`src/rtl/tft_tg_pkg.sv`:
```
package tft_tg_pkg;
   // configuration word bit positions
   localparam int POL_VS_BIT    = 8;
   localparam int POL_DE_BIT    = 9;
   localparam int PCLK_FALL_BIT = 10;
   localparam int POL_HS_BIT    = 11;
   localparam int MODE_LSB      = 0;
   localparam int MODE_W        = 4;
   localparam logic [MODE_W-1:0] MODE_SERIAL_RGB = 4'hC;
   // clocks per pixel in serial mode
   localparam int SERIAL_CLKS   = 3;
endpackage

```
`src/rtl/tft_tg_shadow.sv`:
```
module tft_tg_shadow
   import tft_tg_pkg::*;
#(
   parameter int FW        = 16,
   parameter int CW        = FW + 2,
   parameter bit SERIAL_EN = 1'b1
) (
   input  logic            clk,
   input  logic            rst_n,
   input  logic            load,
   input  logic [2*FW-1:0] cfg,
   input  logic [2*FW-1:0] hs_pos,
   input  logic [2*FW-1:0] vs_pos,
   input  logic [2*FW-1:0] ha_pos,
   input  logic [2*FW-1:0] va_pos,
   input  logic [2*FW-1:0] tot,
   output logic [FW-1:0]   hs_s,
   output logic [FW-1:0]   hs_e,
   output logic [FW-1:0]   vs_s,
   output logic [FW-1:0]   vs_e,
   output logic [CW-1:0]   ha_s,
   output logic [CW-1:0]   ha_e,
   output logic [CW-1:0]   htot,
   output logic [FW-1:0]   va_s,
   output logic [FW-1:0]   va_e,
   output logic [FW-1:0]   vtot,
   output logic            inv_hs,
   output logic            inv_vs,
   output logic            inv_de,
   output logic            pclk_fall,
   output logic            serial
);
   localparam int RW = 2 * FW;
   localparam int XW = CW - FW;

   if (FW < 4)       begin : g_chk_fw $error("tft_tg_shadow: FW must be at least 4"); end
   if (XW < 2)       begin : g_chk_cw $error("tft_tg_shadow: CW must exceed FW by two"); end
   if (RW < 12)      begin : g_chk_rw $error("tft_tg_shadow: configuration word too narrow"); end

   logic [CW-1:0] has_x, hae_x, toth_x, hae_n, htot_n;
   logic          ser_n;

   assign has_x  = {{XW{1'b0}}, ha_pos[RW-1:FW]};
   assign hae_x  = {{XW{1'b0}}, ha_pos[FW-1:0]};
   assign toth_x = {{XW{1'b0}}, tot[RW-1:FW]};

   if (SERIAL_EN) begin : g_serial
      logic [CW-1:0] span;
      assign ser_n  = (cfg[MODE_LSB +: MODE_W] == MODE_SERIAL_RGB);
      assign span   = (hae_x > has_x) ? (hae_x - has_x) : '0;
      assign hae_n  = ser_n ? (has_x + span + (span << 1)) : hae_x;
      assign htot_n = ser_n ? (toth_x + (span << 1)) : toth_x;
   end else begin : g_parallel
      logic unused_mode;
      assign unused_mode = ^cfg[MODE_LSB +: MODE_W];
      assign ser_n  = 1'b0;
      assign hae_n  = hae_x;
      assign htot_n = toth_x;
   end

   logic unused_cfg_hi;
   assign unused_cfg_hi = ^{cfg[RW-1:POL_HS_BIT+1], cfg[POL_VS_BIT-1:MODE_W]};

   always_ff @(posedge clk or negedge rst_n) begin
      if (!rst_n) begin
         hs_s <= '0; hs_e <= '0; vs_s <= '0; vs_e <= '0;
         ha_s <= '0; ha_e <= '0; htot <= '0;
         va_s <= '0; va_e <= '0; vtot <= '0;
         inv_hs <= 1'b0; inv_vs <= 1'b0; inv_de <= 1'b0;
         pclk_fall <= 1'b0; serial <= 1'b0;
      end else if (load) begin
         hs_s <= hs_pos[RW-1:FW]; hs_e <= hs_pos[FW-1:0];
         vs_s <= vs_pos[RW-1:FW]; vs_e <= vs_pos[FW-1:0];
         ha_s <= has_x; ha_e <= hae_n; htot <= htot_n;
         va_s <= va_pos[RW-1:FW]; va_e <= va_pos[FW-1:0];
         vtot <= tot[FW-1:0];
         inv_hs    <= cfg[POL_HS_BIT];
         inv_vs    <= cfg[POL_VS_BIT];
         inv_de    <= cfg[POL_DE_BIT];
         pclk_fall <= cfg[PCLK_FALL_BIT];
         serial    <= ser_n;
      end
   end

   // settings only move on a load clock
   a_r8_shadow_hold: assert property (@(posedge clk) disable iff (!rst_n)
      !load |=> ($stable(htot) && $stable(vtot) && $stable(ha_e) && $stable(hs_e)
                 && $stable(inv_hs) && $stable(serial)));
endmodule

```
`src/rtl/tft_tg_hcount.sv`:
```
module tft_tg_hcount
   import tft_tg_pkg::*;
#(
   parameter int FW = 16,
   parameter int CW = FW + 2
) (
   input  logic          clk,
   input  logic          rst_n,
   input  logic          run,
   input  logic          serial,
   input  logic [CW-1:0] htot,
   input  logic [CW-1:0] ha_s,
   input  logic [CW-1:0] ha_e,
   output logic [CW-1:0] hcnt,
   output logic          h_last,
   output logic          h_in,
   output logic          ph_first,
   output logic [FW-1:0] x_idx
);
   localparam logic [CW:0]   ONE_W  = 1;
   localparam logic [CW-1:0] ONE_C  = 1;
   localparam logic [FW-1:0] ONE_F  = 1;
   localparam logic [1:0]    PH_LAST = 2'(SERIAL_CLKS - 1);

   logic [1:0] ph;

   assign h_last   = (({1'b0, hcnt} + ONE_W) >= {1'b0, htot});
   assign h_in     = (hcnt >= ha_s) && (hcnt < ha_e);
   assign ph_first = (ph == 2'd0);

   always_ff @(posedge clk or negedge rst_n) begin
      if (!rst_n) begin
         hcnt <= '0; ph <= '0; x_idx <= '0;
      end else if (!run || h_last) begin
         hcnt <= '0; ph <= '0; x_idx <= '0;
      end else begin
         hcnt <= hcnt + ONE_C;
         if (!h_in) begin
            ph <= '0; x_idx <= '0;
         end else if (serial && ph != PH_LAST) begin
            ph <= ph + 2'd1;
         end else begin
            ph <= '0; x_idx <= x_idx + ONE_F;
         end
      end
   end

   // the line position steps by one until its last clock
   a_r2_h_step: assert property (@(posedge clk) disable iff (!rst_n)
      (run && !h_last) |=> (hcnt == $past(hcnt) + ONE_C));
   // the serial phase never passes the third clock
   a_r6_phase_max: assert property (@(posedge clk) disable iff (!rst_n)
      ph <= PH_LAST);
   // outside serial mode each active clock is a new pixel
   a_r6_par_phase: assert property (@(posedge clk) disable iff (!rst_n)
      !serial |=> (ph == 2'd0) || serial);
endmodule

```
`src/rtl/tft_tg_vcount.sv`:
```
module tft_tg_vcount #(
   parameter int FW = 16
) (
   input  logic          clk,
   input  logic          rst_n,
   input  logic          run,
   input  logic          step,
   input  logic [FW-1:0] vtot,
   input  logic [FW-1:0] va_s,
   input  logic [FW-1:0] va_e,
   output logic [FW-1:0] vcnt,
   output logic          v_last,
   output logic          v_in,
   output logic [FW-1:0] y_idx
);
   localparam logic [FW:0]   ONE_W = 1;
   localparam logic [FW-1:0] ONE_F = 1;

   assign v_last = (({1'b0, vcnt} + ONE_W) >= {1'b0, vtot});
   assign v_in   = (vcnt >= va_s) && (vcnt < va_e);
   assign y_idx  = v_in ? (vcnt - va_s) : '0;

   always_ff @(posedge clk or negedge rst_n) begin
      if (!rst_n)                vcnt <= '0;
      else if (!run)             vcnt <= '0;
      else if (step && v_last)   vcnt <= '0;
      else if (step)             vcnt <= vcnt + ONE_F;
   end

   // the line number only moves on a line wrap
   a_r2_v_hold: assert property (@(posedge clk) disable iff (!rst_n)
      (run && !step) |=> $stable(vcnt));
endmodule

```
`src/rtl/tft_timing_gen.sv`:
```
module tft_timing_gen
   import tft_tg_pkg::*;
#(
   parameter int FW        = 16,
   parameter bit SERIAL_EN = 1'b1
) (
   input  logic            clk,
   input  logic            rst_n,
   input  logic [2*FW-1:0] cfg_word,
   input  logic [2*FW-1:0] hsync_pos,
   input  logic [2*FW-1:0] vsync_pos,
   input  logic [2*FW-1:0] hact_pos,
   input  logic [2*FW-1:0] vact_pos,
   input  logic [2*FW-1:0] totals,
   output logic            hsync,
   output logic            vsync,
   output logic            de,
   output logic            pix_req,
   output logic [FW-1:0]   px_x,
   output logic [FW-1:0]   px_y,
   output logic            sof,
   output logic            pclk_fall
);
   localparam int CW = FW + 2;
   localparam logic [CW-1:0] ONE_C = 1;

   logic [FW-1:0] hs_s, hs_e, vs_s, vs_e, va_s, va_e, vtot, vcnt, y_idx, x_idx;
   logic [CW-1:0] ha_s, ha_e, htot, hcnt;
   logic inv_hs, inv_vs, inv_de, serial;
   logic h_last, h_in, ph_first, v_last, v_in;
   logic armed, load;

   assign load = !armed || (h_last && v_last);

   always_ff @(posedge clk or negedge rst_n) begin
      if (!rst_n) armed <= 1'b0;
      else        armed <= 1'b1;
   end

   tft_tg_shadow #(.FW(FW), .CW(CW), .SERIAL_EN(SERIAL_EN)) i_shadow (
      .clk(clk), .rst_n(rst_n), .load(load), .cfg(cfg_word),
      .hs_pos(hsync_pos), .vs_pos(vsync_pos), .ha_pos(hact_pos),
      .va_pos(vact_pos), .tot(totals),
      .hs_s(hs_s), .hs_e(hs_e), .vs_s(vs_s), .vs_e(vs_e),
      .ha_s(ha_s), .ha_e(ha_e), .htot(htot),
      .va_s(va_s), .va_e(va_e), .vtot(vtot),
      .inv_hs(inv_hs), .inv_vs(inv_vs), .inv_de(inv_de),
      .pclk_fall(pclk_fall), .serial(serial));

   tft_tg_hcount #(.FW(FW), .CW(CW)) i_hcount (
      .clk(clk), .rst_n(rst_n), .run(armed), .serial(serial),
      .htot(htot), .ha_s(ha_s), .ha_e(ha_e),
      .hcnt(hcnt), .h_last(h_last), .h_in(h_in),
      .ph_first(ph_first), .x_idx(x_idx));

   tft_tg_vcount #(.FW(FW)) i_vcount (
      .clk(clk), .rst_n(rst_n), .run(armed), .step(h_last),
      .vtot(vtot), .va_s(va_s), .va_e(va_e),
      .vcnt(vcnt), .v_last(v_last), .v_in(v_in), .y_idx(y_idx));

   logic hs_raw, vs_raw, de_raw;
   assign hs_raw = (hcnt >= {2'b00, hs_s}) && (hcnt < {2'b00, hs_e});
   assign vs_raw = (vcnt >= vs_s) && (vcnt < vs_e);
   assign de_raw = h_in && v_in;

   assign hsync   = hs_raw ^ inv_hs;
   assign vsync   = vs_raw ^ inv_vs;
   assign de      = de_raw ^ inv_de;
   assign pix_req = de_raw && ph_first;
   assign px_x    = de_raw ? x_idx : '0;
   assign px_y    = de_raw ? y_idx : '0;
   assign sof     = armed && (hcnt == '0) && (vcnt == '0);

   // with lines longer than one clock the frame marker lasts one clock
   a_r7_sof_single: assert property (@(posedge clk) disable iff (!rst_n)
      (sof && htot > ONE_C) |=> !sof);
   // a pixel request only falls inside the active window
   a_r6_req_window: assert property (@(posedge clk) disable iff (!rst_n)
      pix_req |-> (h_in && v_in && armed));
endmodule

```
`config.mk`:
```
export PLATFORM = sky130hd
export DESIGN_NAME = tft_timing_gen
export DESIGN_NICKNAME = d
export VERILOG_FILES = /design/src/rtl/tft_tg_pkg.sv /design/src/rtl/tft_tg_shadow.sv /design/src/rtl/tft_tg_hcount.sv /design/src/rtl/tft_tg_vcount.sv /design/src/rtl/tft_timing_gen.sv
export SDC_FILE = /design/constraint.sdc
export NUM_CORES = 1
export LEC_CHECK = 0
export BUFFER_PORTS_ARGS = -buffer_cell sky130_fd_sc_hd__clkbuf_2
export CAP_MARGIN = 20
export CORE_ASPECT_RATIO = 1.5
export CORE_MARGIN = 2
export CORE_UTILIZATION = 30
export DETAILED_ROUTE_END_ITERATION = 6
export HOLD_SLACK_MARGIN = 0.05
export PLACE_DENSITY = 0.47
export REMOVE_ABC_BUFFERS = 1
export SYNTH_ARGS = -nofsm -noshare
export SYNTH_HDL_FRONTEND = slang
export SYNTH_SLANG_ARGS = --single-unit
```
`constraint.sdc`:
```
create_clock -name clk -period 7.5 [get_ports clk]
set_input_delay 1.5 -clock clk [delete_from_list [all_inputs] [get_ports clk]]
set_output_delay 1.5 -clock clk [all_outputs]
set_load 0.05 [all_outputs]
```
==> reports/results.ini <==
[status]
outcome = finished, final reports clean

[global_routing]
grt_overflow = 0
antenna_found_initial = 0
grt.total_usage_pct = 17.5
grt_first_pass_wirelength_mm = 74.7
grt_pass1_vias = 13892
grt_max_degree = 123

[timing]
grt_setup_unrepaired = false
relSlewSlack_pct = 36.0
drv_slew = 0
tightest_slew_ns = 0.960
fin_crit_ns = 6.78
timing.final.ws_setup_ns = 0.722
setup_viol = 0
whs_ns = 0.436
skew_ns = 0.0192
finalCritPeriodShare_pct = 90.4
hold_violations = 0
fmax_mhz = 148

[finish]
drive_gt1_share_pct = 14.1
nNetsFinal = 2448
post-route-util_pct = 35.4
reg.largest.list = i_hcount.hcnt (18), i_shadow.ha_e (18), i_shadow.htot (18)
fillCellCount = 5454
seq_area_sq_um = 5560
antenna-diode-count = 0
areaGrowthSynthToFinish_pct = 17.3
multiInputGateArea_sq_um = 9290
fin_area_sq_um = 18600

[synthesis]
postSynthAreaPerCell_sq_um = 8.67
yosysSeqAreaShare_pct = 35.1
netlist_instances = 1827
yosys_warnings = 0
synth_area_sq_um = 15800
ys_ff_latch = 222
synth_edf_count = 0
netlist.area_leader.share_pct = 35.1
yosysUniqueCellTypes = 67
synth_area_leaders = dfrtp_1 35%, ha_1 17%, o21ai_0 5.9%, nand2_1 5.6%, inv_1 4.9%
async_flop_share_pct = 100
synth_most_common_cell = nand2_1
synth_top_area_cell = dfrtp_1
netlist_top_cells_count = 237 x nand2_1, 222 x dfrtp_1, 215 x ha_1
synth-main-ff-cell = dfrtp_1

[critical_path]
rr_startpoint = i_hcount.hcnt[2]
ff2ff_path_depth = 18
cp_data_required_time_ns = 7.95
critPathCapture = i_shadow.ha_e[16]
end_kind = flip-flop
critPathLaunchType = primary input
regToRegSetupSlack_ns = 2.20
critical_path_class = primary input to flip-flop
timing.critical_path.from = hact_pos[17]
cp_data_arrival_time_ns = 7.23
r2r-end = i_shadow.ha_e[5]
worst-path-max-fanout = 8

[power_and_ir_drop]
swShare_pct = 31.4
p_sw_mw = 1.15
p_comb_share_pct = 26.1
clkPwrFrac_pct = 36.7
power_density_nw_per_um2 = 197
leakagePower_nw = 9.54
total_power_mw = 3.65
ir_worst_vdd_mv = 0.130
power_frac_seq_pct = 37.2
p_int_mw = 2.51

[route]
avgViaCountPerCell = 4.87
postRouteAntennaNets = 0
drcViolationCount = 0
wire_per_inst_um = 17.7
drtPass1Iterations = 5
routed-via-count = 13247
routed_wl_mm = 48.0
first_iter_violations = 506

[clock_network]
cts_tree = yes
cts_setup_buffers = 0
clock_latency_ns = 0.55
hold_buffers = 0
cts_resized = 0
cts-root-buf = clkbuf_16
numCtsBuffers = 25
path_clk_slew_ns = 0.06
cts_sinks = 222
h-tree-depth = 1
cts_buffer_depth = 3

[hold_path]
min_path_type = flip-flop to flip-flop
hold_depth = 1

[placement]
place_area_sq_um = 17700
numPortBuffers = 207
hpwl_mm = 37.0
place_congestion = 0.827
pre_cts_slack_ns = 0.0994

[die]
fp-row-count = 103
die_w_um = 192
die_y_um = 285
ios = 232
die-area_sq_um = 54700
start_util_pct = 30.2
core_sq_um = 52500

[run]
drv_cap = 0

power groups by stage:
| stage | Clock [mW] | Sequential (mW) | Combinational [mW] |
|---|---|---|---|
| 5_1_grt | 1.44 | 1.37 | 1.09 |
| 2_1_floorplan | 0 | 1.37 | 0.663 |
| 3_3_place_gp | 0 | 1.38 | 0.939 |
| 6_report | 1.34 | 1.36 | 0.952 |
| 3_5_place_dp | 0 | 1.38 | 0.961 |
| 4_1_cts | 1.39 | 1.36 | 0.967 |
kinds of logic (layout without fill, tap and decap cells):
logic type,count (synthesis),after routing,synth area share [%]
flip-flops,222,222,35.1
multiplexers,5,5,0.324
other,1,1,0.0237
AND/OR/NAND/NOR,562,562,16.5
buffers and inverters,266,478,6.49
adder cells (fa/ha/maj),234,234,19.4
AO/OA/AOI/OAI,445,445,17.1
XOR/XNOR,92,92,5.08
through the flow:
| step | cells | TNS, ns |
|---|---|---|
| 6_report | 2721 | 0 |
| 3_3_place_gp | 2674 | 0 |
| 3_5_place_dp | 2675 | 0 |
| 4_1_cts | 2721 | 0 |
| 2_1_floorplan | 1768 | -174.36 |
| 5_1_grt | 2721 | 0 |
area by class of cell:
type	instances	share of cell area, %
clock inverters	11	0.734
repair buffers	225	6.56
inverters	207	4.18
clock buffers	35	4.05
well taps	682	4.59
multi-input cells	1339	50.0
flip-flops and latches	222	29.9
critical path, cell delays in order:
cell and delay, ns:
clkbuf_2 0.14, inv_1 0.09, ha_1 0.31, nor2b_1 0.19, o2111ai_1 0.16, a31oi_1 0.37
o31ai_1 0.12, buf_4 0.16, a211oi_1 0.30, o21ai_1 0.12, buf_4 0.19, nor2_1 0.38
fa_1 0.53, ha_1 0.33, a211oi_1 0.34, o21bai_1 0.20, a2111oi_0 0.56, o21bai_1 0.20
a21oi_1 0.25, o22ai_1 0.15, o41ai_1 0.32, xor2_1 0.12, o31ai_1 0.20
cell usage in the layout (no fill, tap or decap), drive strengths merged, types with 9 or more instances in the layout:
cell and n:
nand3 39, a21oi 78, a211oi 34, nor2b 26, o21ai 188, inv 208
a31oi 13, clkbuf 241, nor2 106, nand2b 19, fa 19, buf 19
o31ai 10, nand2 237, ha 215, a21o 49, o21a 17, and2 36
xor2 41, and3 15, nor4 9, nor3 25, dfrtp 222, xnor2 51
nand4 26
layer usage:
layer / up-vias / GRT usage (%) / routed length (um) / share of wire, %
met3: 91 / 1.41 / 1500 / 3.1
met4: 0 / 7.08 / 1890 / 3.9
li1: 6646 / - / - / -
met1: 6242 / 20.2 / 19900 / 41
met5: - / 0 / 0 / 0
met2: 268 / 33.0 / 24800 / 52
worst min path at each step:
stage | startpoint | end | slack (ns)
2_1_floorplan | i_hcount.ph[0] | i_hcount.ph[0] | 0.41
3_3_place_gp | i_hcount.ph[0] | i_hcount.ph[0] | 0.42
3_5_place_dp | i_hcount.ph[0] | i_hcount.ph[0] | 0.43
4_1_cts | i_hcount.ph[0] | i_hcount.ph[0] | 0.44
5_1_grt | i_hcount.ph[0] | i_hcount.ph[0] | 0.45
6_report | i_hcount.ph[0] | i_hcount.ph[0] | 0.44
No activity file was read; power rests on OpenSTA's default activity.
